$ cat src/rtl/bru_pkg.sv
`timescale 1ns/1ps
package bru_pkg;
  localparam logic [5:0] OP_BR_EQ = 6'h04;
  localparam logic [5:0] OP_BR_NE = 6'h05;
  localparam logic [5:0] OP_JUMP  = 6'h02;

  // Strobes from control to datapath
  typedef struct packed {
    logic hold;       // freeze PC and decode register
    logic redirect;   // load resolved next PC
    logic squash;     // turn decode register into a bubble
    logic useTarget;  // resolved next PC is the target
    logic train;      // write predictor entry
    logic trainVal;   // outcome to write
  } bruStrobe_t;

  // Status from datapath to control
  typedef struct packed {
    logic [5:0] op;
    logic       valid;
    logic       opsEqual;
    logic       targetMatches;
    logic       seqMatches;
  } bruFlags_t;
endpackage

$ cat src/rtl/bru_predictor.sv
`timescale 1ns/1ps
module bru_predictor #(
  parameter int IDX_BITS = 4
) (
  input  logic                clk,
  input  logic                rstN,
  input  logic [IDX_BITS-1:0] rdIdx,
  output logic                rdBit,
  input  logic                wrEn,
  input  logic [IDX_BITS-1:0] wrIdx,
  input  logic                wrVal
);
  localparam int ENTRIES = 1 << IDX_BITS;

  logic [ENTRIES-1:0] lastTaken;

  always_ff @(posedge clk) begin
    if (!rstN) lastTaken <= '0;
    else if (wrEn) lastTaken[wrIdx] <= wrVal;
  end

  assign rdBit = lastTaken[rdIdx];
endmodule

$ cat src/rtl/bru_datapath.sv
`timescale 1ns/1ps
module bru_datapath
  import bru_pkg::*;
#(
  parameter int          XLEN       = 32,
  parameter int          IDX_BITS   = 4,
  parameter logic [31:0] RESET_PC   = 32'h0,
  parameter bit          DELAY_SLOT = 1'b0
) (
  input  logic                clk,
  input  logic                rstN,
  input  logic [XLEN-1:0]     fetchInstr,
  input  logic [XLEN-1:0]     regA,
  input  logic [XLEN-1:0]     regB,
  input  bruStrobe_t          strobe,
  output bruFlags_t           flags,
  output logic [IDX_BITS-1:0] predIdx,
  input  logic                predBit,
  output logic [IDX_BITS-1:0] trainIdx,
  output logic [XLEN-1:0]     fetchPc,
  output logic [XLEN-1:0]     idInstr,
  output logic [XLEN-1:0]     idPc,
  output logic                idValid
);
  localparam int          EXT_BITS = XLEN - 18;
  localparam logic [XLEN-1:0] WORD = XLEN'(4);

  logic [XLEN-1:0] pcQ, idInstrQ, idPcQ, idNextQ;
  logic            idValidQ;

  // Fetch side: sequential address and guessed target
  logic [XLEN-1:0] pcPlus4, fOffset, fTarget, fNext;
  logic            fIsCond, fGuess;

  assign pcPlus4 = pcQ + WORD;
  assign fOffset = {{EXT_BITS{fetchInstr[15]}}, fetchInstr[15:0], 2'b00};
  assign fTarget = pcPlus4 + fOffset;
  assign fIsCond = (fetchInstr[31:26] == OP_BR_EQ) || (fetchInstr[31:26] == OP_BR_NE);
  assign predIdx = pcQ[IDX_BITS+1:2];

  generate
    if (DELAY_SLOT) begin : g_noGuess
      assign fGuess = 1'b0;
    end else begin : g_guess
      assign fGuess = fIsCond & predBit;
    end
  endgenerate

  assign fNext = fGuess ? fTarget : pcPlus4;

  // Decode side: real target, comparator, match checks
  logic [XLEN-1:0] idPlus4, dOffset, brTarget, jmpTarget, dTarget, resolvedPc;

  assign idPlus4   = idPcQ + WORD;
  assign dOffset   = {{EXT_BITS{idInstrQ[15]}}, idInstrQ[15:0], 2'b00};
  assign brTarget  = idPlus4 + dOffset;
  assign jmpTarget = {idPlus4[XLEN-1:28], idInstrQ[25:0], 2'b00};
  assign dTarget   = (idInstrQ[31:26] == OP_JUMP) ? jmpTarget : brTarget;
  assign resolvedPc = strobe.useTarget ? dTarget : idPlus4;

  assign flags.op            = idInstrQ[31:26];
  assign flags.valid         = idValidQ;
  assign flags.opsEqual      = (regA == regB);
  assign flags.targetMatches = (dTarget == idNextQ);
  assign flags.seqMatches    = (idPlus4 == idNextQ);
  assign trainIdx            = idPcQ[IDX_BITS+1:2];

  always_ff @(posedge clk) begin
    if (!rstN) begin
      pcQ      <= XLEN'(RESET_PC);
      idInstrQ <= '0;
      idPcQ    <= '0;
      idNextQ  <= '0;
      idValidQ <= 1'b0;
    end else if (!strobe.hold) begin
      pcQ <= strobe.redirect ? resolvedPc : fNext;
      if (strobe.squash) begin
        idInstrQ <= '0;
        idValidQ <= 1'b0;
        idPcQ    <= pcQ;
        idNextQ  <= fNext;
      end else begin
        idInstrQ <= fetchInstr;
        idValidQ <= 1'b1;
        idPcQ    <= pcQ;
        idNextQ  <= fNext;
      end
    end
  end

  assign fetchPc = pcQ;
  assign idInstr = idInstrQ;
  assign idPc    = idPcQ;
  assign idValid = idValidQ;
endmodule

$ cat src/rtl/bru_control.sv
`timescale 1ns/1ps
module bru_control
  import bru_pkg::*;
#(
  parameter bit DELAY_SLOT = 1'b0
) (
  input  bruFlags_t  flags,
  input  logic       stallReq,
  output bruStrobe_t strobe
);
  logic isCond, isJump, isCtl, taken, resolve, guessOk;

  assign isCond  = (flags.op == OP_BR_EQ) || (flags.op == OP_BR_NE);
  assign isJump  = (flags.op == OP_JUMP);
  assign isCtl   = flags.valid & (isCond | isJump);
  assign taken   = isJump
                 | ((flags.op == OP_BR_EQ) &  flags.opsEqual)
                 | ((flags.op == OP_BR_NE) & ~flags.opsEqual);
  assign resolve = isCtl & ~stallReq;
  assign guessOk = taken ? flags.targetMatches : flags.seqMatches;

  generate
    if (DELAY_SLOT) begin : g_slot
      assign strobe.redirect = resolve & taken;
      assign strobe.squash   = 1'b0;
    end else begin : g_spec
      assign strobe.redirect = resolve & ~guessOk;
      assign strobe.squash   = resolve & ~guessOk;
    end
  endgenerate

  assign strobe.hold      = stallReq;
  assign strobe.useTarget = taken;
  assign strobe.train     = resolve & isCond;
  assign strobe.trainVal  = taken;
endmodule

$ cat src/rtl/branch_resolve_unit.sv
`timescale 1ns/1ps
module branch_resolve_unit
  import bru_pkg::*;
#(
  parameter int          XLEN       = 32,
  parameter int          IDX_BITS   = 4,
  parameter logic [31:0] RESET_PC   = 32'h0,
  parameter bit          DELAY_SLOT = 1'b0
) (
  input  logic            clk,
  input  logic            rstN,
  input  logic [XLEN-1:0] fetchInstr,
  input  logic            stallReq,
  input  logic [XLEN-1:0] regA,
  input  logic [XLEN-1:0] regB,
  output logic [XLEN-1:0] fetchPc,
  output logic [XLEN-1:0] idInstr,
  output logic [XLEN-1:0] idPc,
  output logic            idValid,
  output logic            redirect,
  output logic            squash
);
  bruStrobe_t          strobe;
  bruFlags_t           flags;
  logic [IDX_BITS-1:0] predIdx, trainIdx;
  logic                predBit;

  bru_predictor #(.IDX_BITS(IDX_BITS)) u_pred (
    .clk(clk), .rstN(rstN),
    .rdIdx(predIdx), .rdBit(predBit),
    .wrEn(strobe.train), .wrIdx(trainIdx), .wrVal(strobe.trainVal)
  );

  bru_datapath #(
    .XLEN(XLEN), .IDX_BITS(IDX_BITS), .RESET_PC(RESET_PC), .DELAY_SLOT(DELAY_SLOT)
  ) u_dp (
    .clk(clk), .rstN(rstN), .fetchInstr(fetchInstr), .regA(regA), .regB(regB),
    .strobe(strobe), .flags(flags), .predIdx(predIdx), .predBit(predBit),
    .trainIdx(trainIdx), .fetchPc(fetchPc), .idInstr(idInstr), .idPc(idPc),
    .idValid(idValid)
  );

  bru_control #(.DELAY_SLOT(DELAY_SLOT)) u_ctl (
    .flags(flags), .stallReq(stallReq), .strobe(strobe)
  );

  assign redirect = strobe.redirect;
  assign squash   = strobe.squash;
endmodule

$ cat config.mk
export PLATFORM = sky130hd
export DESIGN_NAME = branch_resolve_unit
export DESIGN_NICKNAME = d
export VERILOG_FILES = /design/src/rtl/bru_pkg.sv /design/src/rtl/bru_predictor.sv /design/src/rtl/bru_datapath.sv /design/src/rtl/bru_control.sv /design/src/rtl/branch_resolve_unit.sv
export SDC_FILE = /design/constraint.sdc
export NUM_CORES = 1
export LEC_CHECK = 0
export BUFFER_PORTS_ARGS = -buffer_cell sky130_fd_sc_hd__buf_2
export CORE_MARGIN = 8
export CORE_UTILIZATION = 35
export DETAILED_ROUTE_END_ITERATION = 10
export PLACE_DENSITY_LB_ADDON = 0.2
export SYNTH_ARGS = -nofsm -noshare
export SYNTH_HDL_FRONTEND = slang
export SYNTH_SLANG_ARGS = --single-unit
$ cat constraint.sdc
create_clock -name clk -period 5.9 [get_ports clk]
set_clock_uncertainty 0.05 [all_clocks]
set_input_delay 0.295 -clock clk [delete_from_list [all_inputs] [get_ports clk]]
set_output_delay 0.295 -clock clk [all_outputs]
set_load 0.02 [all_outputs]
==> out/qor.csv <==
metric;value;unit
gp_congestion;0.926;
first_global_vias;12000;
slowest_delay;0.64;ns
path_class;reg -> out;
routedWlPerCell;21.0;um
vdd_ir_drop_max;175;uV
synth_seq_area_share;24.2;%
synth_enable_flop_cells;0;
grt_max_degree;68;
htreeDepth;4;
drive_gt1_share;21.9;%
firstDrtPassIters;6;
initial_core_util;35.4;%
crit_chain;nand2_2 > or4_4 > buf_4 > nor3_2 > buf_4 > nand2_1 > xnor2_2 > ha_4 > nand2_1 > a21oi_1 > a221oi_2 > o221a_2 > and4_1 > nor2_1 > a311o_1 > nor4_4 > nand4_1 > o31ai_4 > buf_12 > inv_2 > buf_2;
final_cell_mix;buf_2 (196), nor2_1 (178), dfxtp_1 (138);
initialDrtViolationCount;1031;
port_buffers;197;
antenna_cells;0;
max-cap-violations;0;
grt-ovfl-total;0;
cts_made_buffers;17;
dpl.cell_count;2181;
synthMuxAreaShare;5.38;%
drc_errors;0;
insertion_delay;0.43;ns
highest_layer;met5;
wirelength;46800;um
place_hpwl;36400;um
avgSynthCellArea;7.53;um^2
synthAdderAreaFrac;7.00;%
die_w;200;um
powerDensity;184;nW/um^2
fmax;0.176;GHz
crit_buf_inv;5;
synth_area_leaders;dfxtp_1 (24%), ha_1 (6.7%), xor2_1 (6.1%);
dr_wl_met3;3100;um
cts_hold_buf;0;
pre_cts_ws;-0.254;ns
crit_path_start_kind;register;
async_flop_share;0;%
row_count;67;
root_buffer;clkbuf_16;
grt_usage;22.8;%
r2r_start;u_dp.idPc[11];
cts.sinks;143;
grt_first_pass_wirelength;70700;um
setup_viol;0;
area_growth;22.7;%
vias;12700;
crit_fanout;10;
synth_cell_types;77;
final_common_cell;buf_2;
synthCells;1571;
cts.path.max_buffers;2;
vias_per_cell;5.69;
leakage;6.23;nW
worstMarginPinSlew;0.868;ns
die_height;200;um
drtAntennaViolNets;0;
cts_tree;built;
fillCellCount;3416;
slew_violations;0;
ff2ff_setup_slack;0.45;ns
cp.arrival;5.33;ns
dieArea;39900;um^2
end_kind;primary output;
final_util;43.4;%
syn_area;11800;um^2
worst_hold_startpoint;fetchInstr[22];
antenna_found_initial;1;
timing_hold_violations_final;0;
period_share;96.1;%
cp_slowest_cell;or4_4;
synth_area_leader_cell;dfxtp_1;
setup_ws;0.228;ns
hp-class;in -> reg;
critPathRequiredTime;5.56;ns
synth_compound_area_share;22.5;%
ios;198;
critPathTopFamily;simple AND/OR/NAND/NOR gates;
rsz0062_at_grt;false;
synthFlopType;dfxtp_1;
nNetsFinal;1929;
min_period;5.67;ns
ys_ff_latch;143;
whs;0.0797;ns
core_area;33400;um^2
relSlewSlack;42.0;%
synth_xor_area_share;11.3;%
yosys.area_share.simple;24.5;%
status;complete, no violations;
final_cells;2226;
synth_top_family_by_area;simple AND/OR/NAND/NOR gates;
yosys_warnings;0;
synth_top_area_share;24.2;%
crit_path_start;u_dp.idPc[11];
m1WireLength;22400;um
met2_length;19800;um
synth_fp_nets;1735;
path_clk_slew;0.07;ns
-- what timing repair did --
item                                    in CTS  in global routing
gates cloned                                 0                  1
buffers inserted                             2                 10
endpoints found under the setup margin      63                  3
pin swaps                                    4                 17
gates resized for setup                     21                 59
-- metal layers --
metal,vias to the layer above,GRT usage (%)
met5,-,0
met3,77,2.50
met1,5998,33.3
met4,2,9.07
li1,6110,-
met2,468,33.6
-- cell type report --
class / instances / area [um^2] / share of cell area (%)
clock buffers: 21 / 460 / 3.17
clock inverters: 11 / 129 / 0.888
inverters: 47 / 178 / 1.22
multi-input cells: 1287 / 8740 / 60.2
flip-flops and latches: 143 / 2870 / 19.8
well taps: 448 / 561 / 3.86
repair buffers: 269 / 1570 / 10.8
-- synth_stat cells (all sizes together), types with 11 or more instances --
library cell	number
a31oi	13
or4	13
dfxtp	143
and3	27
nor2	185
o21ai	77
a21o	17
xnor2	68
a21oi	121
mux2i	49
o211ai	20
clkbuf	64
and2	13
o311ai	12
xor2	82
nand2	140
ha	63
o21a	11
inv	47
nand4	27
nor3	35
buf	30
a211oi	58
nor4	16
nand3	108
-- state kept, by name, indices dropped and copies added, names as in the netlist --
name and count:
u_dp.idPc 30, u_dp.idInstr 32, u_dp.fetchPc 32, u_dp.idNextQ 32
u_dp.idValid 1, u_pred.lastTaken 16
-- kinds of logic after synthesis --
family | count (synthesis)
compound gates | 407
xor+xnor | 151
fa+ha+maj | 65
buf+inv | 141
simple gates | 607
flops | 143
mux | 57
-- metrics by stage --
stage               power [W]  instance area (um^2)  TNS [ns]
detailed placement    0.00157                 13400     -8.75
finish                0.00267                 14500         0
CTS                   0.00267                 14100         0
global route          0.00277                 14500         0
floorplan             0.00137                 11800         0
global placement      0.00156                 13400     -6.95
-- path summary, 6_finish.rpt --
check	endpoint	cells after the start
min reg2reg	u_dp.idInstr[22]	2
min	u_dp.idInstr[22]	3
max	redirect	21
max reg2reg	u_dp.fetchPc[0]	23
-- power by group --
group	internal (W)	leakage [nW]	switching, W
sequential	0.000994	1.17	0.0000521
combinational	0.000203	4.79	0.000322
clock	0.000648	0.273	0.000455
-- worst register-to-register path: stages (launching register included) --
cell      delay [ns]
dfxtp_1         0.35
nand2_2         0.10
or4_4           0.64
buf_4           0.19
nor3_2          0.18
buf_4           0.17
nand2_1         0.09
xnor2_2         0.30
ha_4            0.28
nand2_1         0.08
a21oi_1         0.06
a221oi_2        0.26
o221a_2         0.29
and4_1          0.21
nor2_1          0.06
a311o_1         0.43
nor4_4          0.20
nand4_1         0.19
o31ai_4         0.36
buf_12          0.17
buf_4           0.13
buf_4           0.19
mux2i_1         0.27
nor2_1          0.06
No activity file was read; power rests on OpenSTA's default activity.
